$ cat src/rtl/wdog_edge_timer.sv
module wdog_edge_timer #(
  parameter int TIMEOUT_CYCLES = 52429
) (
  input  logic clk,
  input  logic rst,
  input  logic kick_in,
  input  logic enable,
  output logic wdo_n
);
  localparam int CW = (TIMEOUT_CYCLES < 2) ? 1 : $clog2(TIMEOUT_CYCLES);
  localparam logic [CW-1:0] LAST = CW'(TIMEOUT_CYCLES - 1);

  logic [1:0]    sync_q;
  logic          prev_q;
  logic [CW-1:0] cnt;
  logic          kick_edge;
  logic          expire;

  always_ff @(posedge clk) begin
    sync_q <= {sync_q[0], kick_in};
    prev_q <= sync_q[1];
  end

  assign kick_edge = sync_q[1] ^ prev_q;
  assign expire    = (cnt == LAST);

  always_ff @(posedge clk) begin
    if (rst || !enable) begin
      cnt   <= '0;
      wdo_n <= 1'b1;
    end else if (kick_edge) begin
      cnt   <= '0;
      wdo_n <= 1'b1;
    end else if (expire) begin
      cnt   <= '0;
      wdo_n <= 1'b0;
    end else begin
      cnt   <= cnt + 1'b1;
    end
  end
endmodule

$ cat config.mk
export PLATFORM = sky130hd
export DESIGN_NAME = wdog_edge_timer
export DESIGN_NICKNAME = d
export VERILOG_FILES = /design/src/rtl/wdog_edge_timer.sv
export SDC_FILE = /design/constraint.sdc
export NUM_CORES = 1
export LEC_CHECK = 0
export BUFFER_PORTS_ARGS = -buffer_cell sky130_fd_sc_hd__buf_2
export CAP_MARGIN = 30
export CORE_MARGIN = 10
export CORE_UTILIZATION = 56
export DETAILED_ROUTE_END_ITERATION = 10
export GPL_TIMING_DRIVEN = 0
export PLACE_DENSITY = 0.81
export SLEW_MARGIN = 40
export SYNTH_ARGS = -nofsm -noshare
export SYNTH_HDL_FRONTEND = slang
export SYNTH_SLANG_ARGS = --single-unit
export TNS_END_PERCENT = 30
$ cat constraint.sdc
create_clock -name clk -period 2.1 [get_ports clk]
set_input_delay 0 -clock clk [delete_from_list [all_inputs] [get_ports clk]]
set_output_delay 0 -clock clk [all_outputs]
set_load 0.1 [all_outputs]
---- Yosys cells after proc, flatten, opt, wreduce, memory -nomap -nowiden ----
Index checks and enable logic that the tools add are counted.
word-level totals
  bits in registers ....................... 20
  latch bits .............................. 0
  RAM bits ................................ 0
  memory bits (read-only) ................. 0
  input bits .............................. 4
  output and inout bits ................... 1
  memories ................................ 0
operators by class
  add/sub/neg operators ................... 1
  $mul .................................... 0
  divide/modulo/power cells ............... 0
  $lt $le $gt $ge ......................... 0
  equality and inequality tests ........... 1
  shift operators ......................... 0
  muxes and demuxes ....................... 0
  bitwise operators ....................... 1
  reductions and logical operators ........ 4
operators by type and width
  operator               count
  $add 16x1->16 const B  1
  $eq 16x16->1 const B   1
  $reduce_or 3->1        1
  $reduce_or 2->1        1
  $logic_not 1->1        1
  $logic_or 1x1->1       1
  $xor 1x1->1            1

---- Longest topological paths before layout ----
  depth after elaboration ................. 3
  mapped depth ............................ 8

---- Worst setup path before layout ----
OpenSTA, ideal clock, no wires.
  kind .................................... flip-flop to flip-flop
  start point ............................. reg cnt[0]
  end point ............................... reg cnt[10]
  library setup time ...................... 0.064 ns
  arrival time ............................ 1.530 ns
  data required time ...................... 2.036 ns
  path slack .............................. 0.506 ns
  stages on the path, launching flop included .. 9
  buffers on the path ..................... 2
  period minus slack after synthesis ...... 1.594 ns
  path through ............................ dfxtp_1 inv_1 ha_1 and3b_1 nand4_1 or2b_2 clkbuf_2 buf_2 nor2_1
on the way
  word-level cells in the longest chain between the ends .. 2
ends and longest elaborated chain
  item                                                                   line  source
  from (decl)                                                            15    logic [CW-1:0] cnt;
  from (signal assigned)                                                 38    cnt <= cnt + 1'b1;
  parallel branches: the longest is 2 deep, another holds $add 16x1->16  n/a
Several ways; the timed one is not identified.
A chain may end at the register's enable or synchronous reset.

---- Final worst setup path ----
  start point ............................. reg cnt[0]
  end point ............................... reg cnt[13]
The elaborated chain is that of the path after synthesis.

==> flow_summary.yaml <==
status:
  status: "complete, no violations"
worst_setup_path:
  critPathCaptureType: "register"
  cp_max_fo: 10
  crit_path_start_kind: "register"
  critPathKind: "register to register"
  worstRegToRegCells: 8
  worstPathRequired_ns: 2.34
  crit_arrival_ns: 2.05
synth:
  synth.ff_latch_count: 20
  synthCells: 93
  synth_area_um2: 860
  synth_ff_type: "dfxtp_1"
  synth_area_per_cell_um2: 9.24
  ys_seq_area_share_pct: 46.6
  synth_warnings: 0
  synth_edf_count: 0
  synth_cell_type_count: 27
  syn_nets: 99
  async_flop_share_pct: 0
die:
  coreArea_um2: 1470
  initial_core_util_pct: 58.4
  die_area_um2: 3500
  die_h_um: 59.2
  fp-row-count: 14
  num_io_pins: 5
  die_x_um: 59.2
timing:
  hold_ws_ns: 0.236
  rsz0062_at_grt: "false"
  fin_setup_tns_ns: 0
  finalHoldViolCount: 0
  worst_slew_pin_slew_ns: 0.485
  fin_crit_sh_pct: 86.2
  final.setup_skew_ns: 0.00119
  min_period_ns: 1.81
  finalMaxSlewViolations: 0
  relSlewSlack_pct: 67.9
  setup_viol: 0
  timing.fmax_mhz: 552
clock_tree:
  cts_buffers: 3
  cts_resized: 0
  root_buffer: "clkbuf_4"
  h-tree-depth: 1
  clk_latency_ns: 0.30
  cts_tree: "built"
  cts.sinks: 20
  path_clk_slew_ns: 0.10
  cts_setup_buffers: 0
  clockBufferDepth: 2
worst_hold_path:
  worstHoldPathType: "input pin to register"
  hold-path-cell-count: 5
cells_and_area:
  final_cell_count_no_fill: 119
  layout_common_cells: "20 x dfxtp_1, 16 x nor2_1, 11 x xnor2_1"
  design_area_um2: 952
  synthToLayoutAreaGrowth_pct: 10.8
  drive_gt1_share_pct: 13.6
  nets: 111
  num_antenna_cells: 0
  layout_commonest_cell: "dfxtp_1"
detailed_routing:
  first_pass_iters: 4
  drcViolationCount: 0
  ant_nets: 0
  wire_per_inst_um: 12.1
  vias: 658
  wl_um: 1440
  detail_route.vias_per_cell: 5.53
  drt_iter0_markers: 7
power_and_ir_drop:
  power_w: 0.000581
  p_leak_nw: 0.310
  ir_drop_mv: 0.473
  power.density_nw_per_um2: 611
grt:
  grt_remaining_overflow: 0
  grt_pass1_vias: 617
  grt_usage_pct: 9.96
  grt_max_degree: 11
  antenna_found_initial: 0
  grt_pass1_wl_um: 2670
placement:
  place.gp.congestion: 0.797
  dp.cells: 113
  io_buffers: 4
  hpwl_um: 1060
  dpl_cell_area_um2: 900
run:
  max-cap-violations: 0
metrics by stage:
stage	util (%)	setup WS [ns]
finish	64.7	0.289
global route	64.7	0.118
CTS	64.7	0.260
detailed placement	61.1	0.285
global placement	61.1	0.340
floorplan	-	0.506
registers in the layout, summed over array words and instances (netlist names):
signal / flops
cnt: 16
sync_q: 2
prev_q: 1
wdo_n: 1
cell families (layout without fill, tap and decap cells):
family          Yosys count  after routing  synth area share [%]
simple gates             46             46                  30.4
fa+ha+maj                 2              2                  2.91
compound gates            3              3                  2.04
flops                    20             20                  46.6
buf+inv                   8             18                  3.78
xor+xnor                 14             14                  14.3
synth_stat cells (2+ instances only):
library cell | count | area, um^2
xnor2_1 | 11 | 96.3
dfxtp_1 | 20 | 400
ha_1 | 2 | 25.0
xor2_1 | 3 | 26.3
nor3_1 | 3 | 15.0
nor2_1 | 16 | 60.1
nand4_1 | 2 | 12.5
nand2_1 | 3 | 11.3
inv_1 | 6 | 22.5
or3_1 | 2 | 12.5
nand3_1 | 6 | 30.0
nor4_1 | 4 | 25.0
worst max-delay path, cell delays in order, from the launching register on:
cell	delay (ns)
dfxtp_1	0.43
inv_1	0.07
ha_1	0.19
and3b_1	0.18
nand4_1	0.11
or2b_2	0.30
clkbuf_2	0.16
buf_2	0.20
nor2_1	0.12
cell type report:
cell class,instances,area (um^2)
fill,134,519
multi-input combinational,65,427
sequential,20,400
timing repair buffer,7,50.0
clock buffer,3,22.5
inverter,6,22.5
tap,16,20.0
buffer,2,10.0
what timing repair did:
item                                   4_1_cts  5_1_grt
setup endpoints to repair                    0        0
hold buffers                                 3        0
endpoints found under the hold margin        2        0
final timing paths:
kind	from	end	slack [ns]
worst min-delay path	enable	cnt[6]	0.24
worst max register to register	cnt[0]	cnt[13]	0.29
worst min register to register	sync_q[0]	sync_q[1]	0.34
worst max-delay path	cnt[0]	cnt[13]	0.29
where the power goes:
part	internal [W]	switching, W
Clock	0.0000670	0.000109
Combinational	0.0000107	0.00000857
Sequential	0.000383	0.00000311
layer usage:
layer / up-vias / routed length (um) / GRT usage [%]
met2: 14 / 675 / 15.0
met5: - / 0 / 0
met3: 6 / 91 / 3.65
met4: 0 / 38 / 6.89
met1: 306 / 637 / 11.3
li1: 332 / - / -
Power figures use the tool's default switching activity.
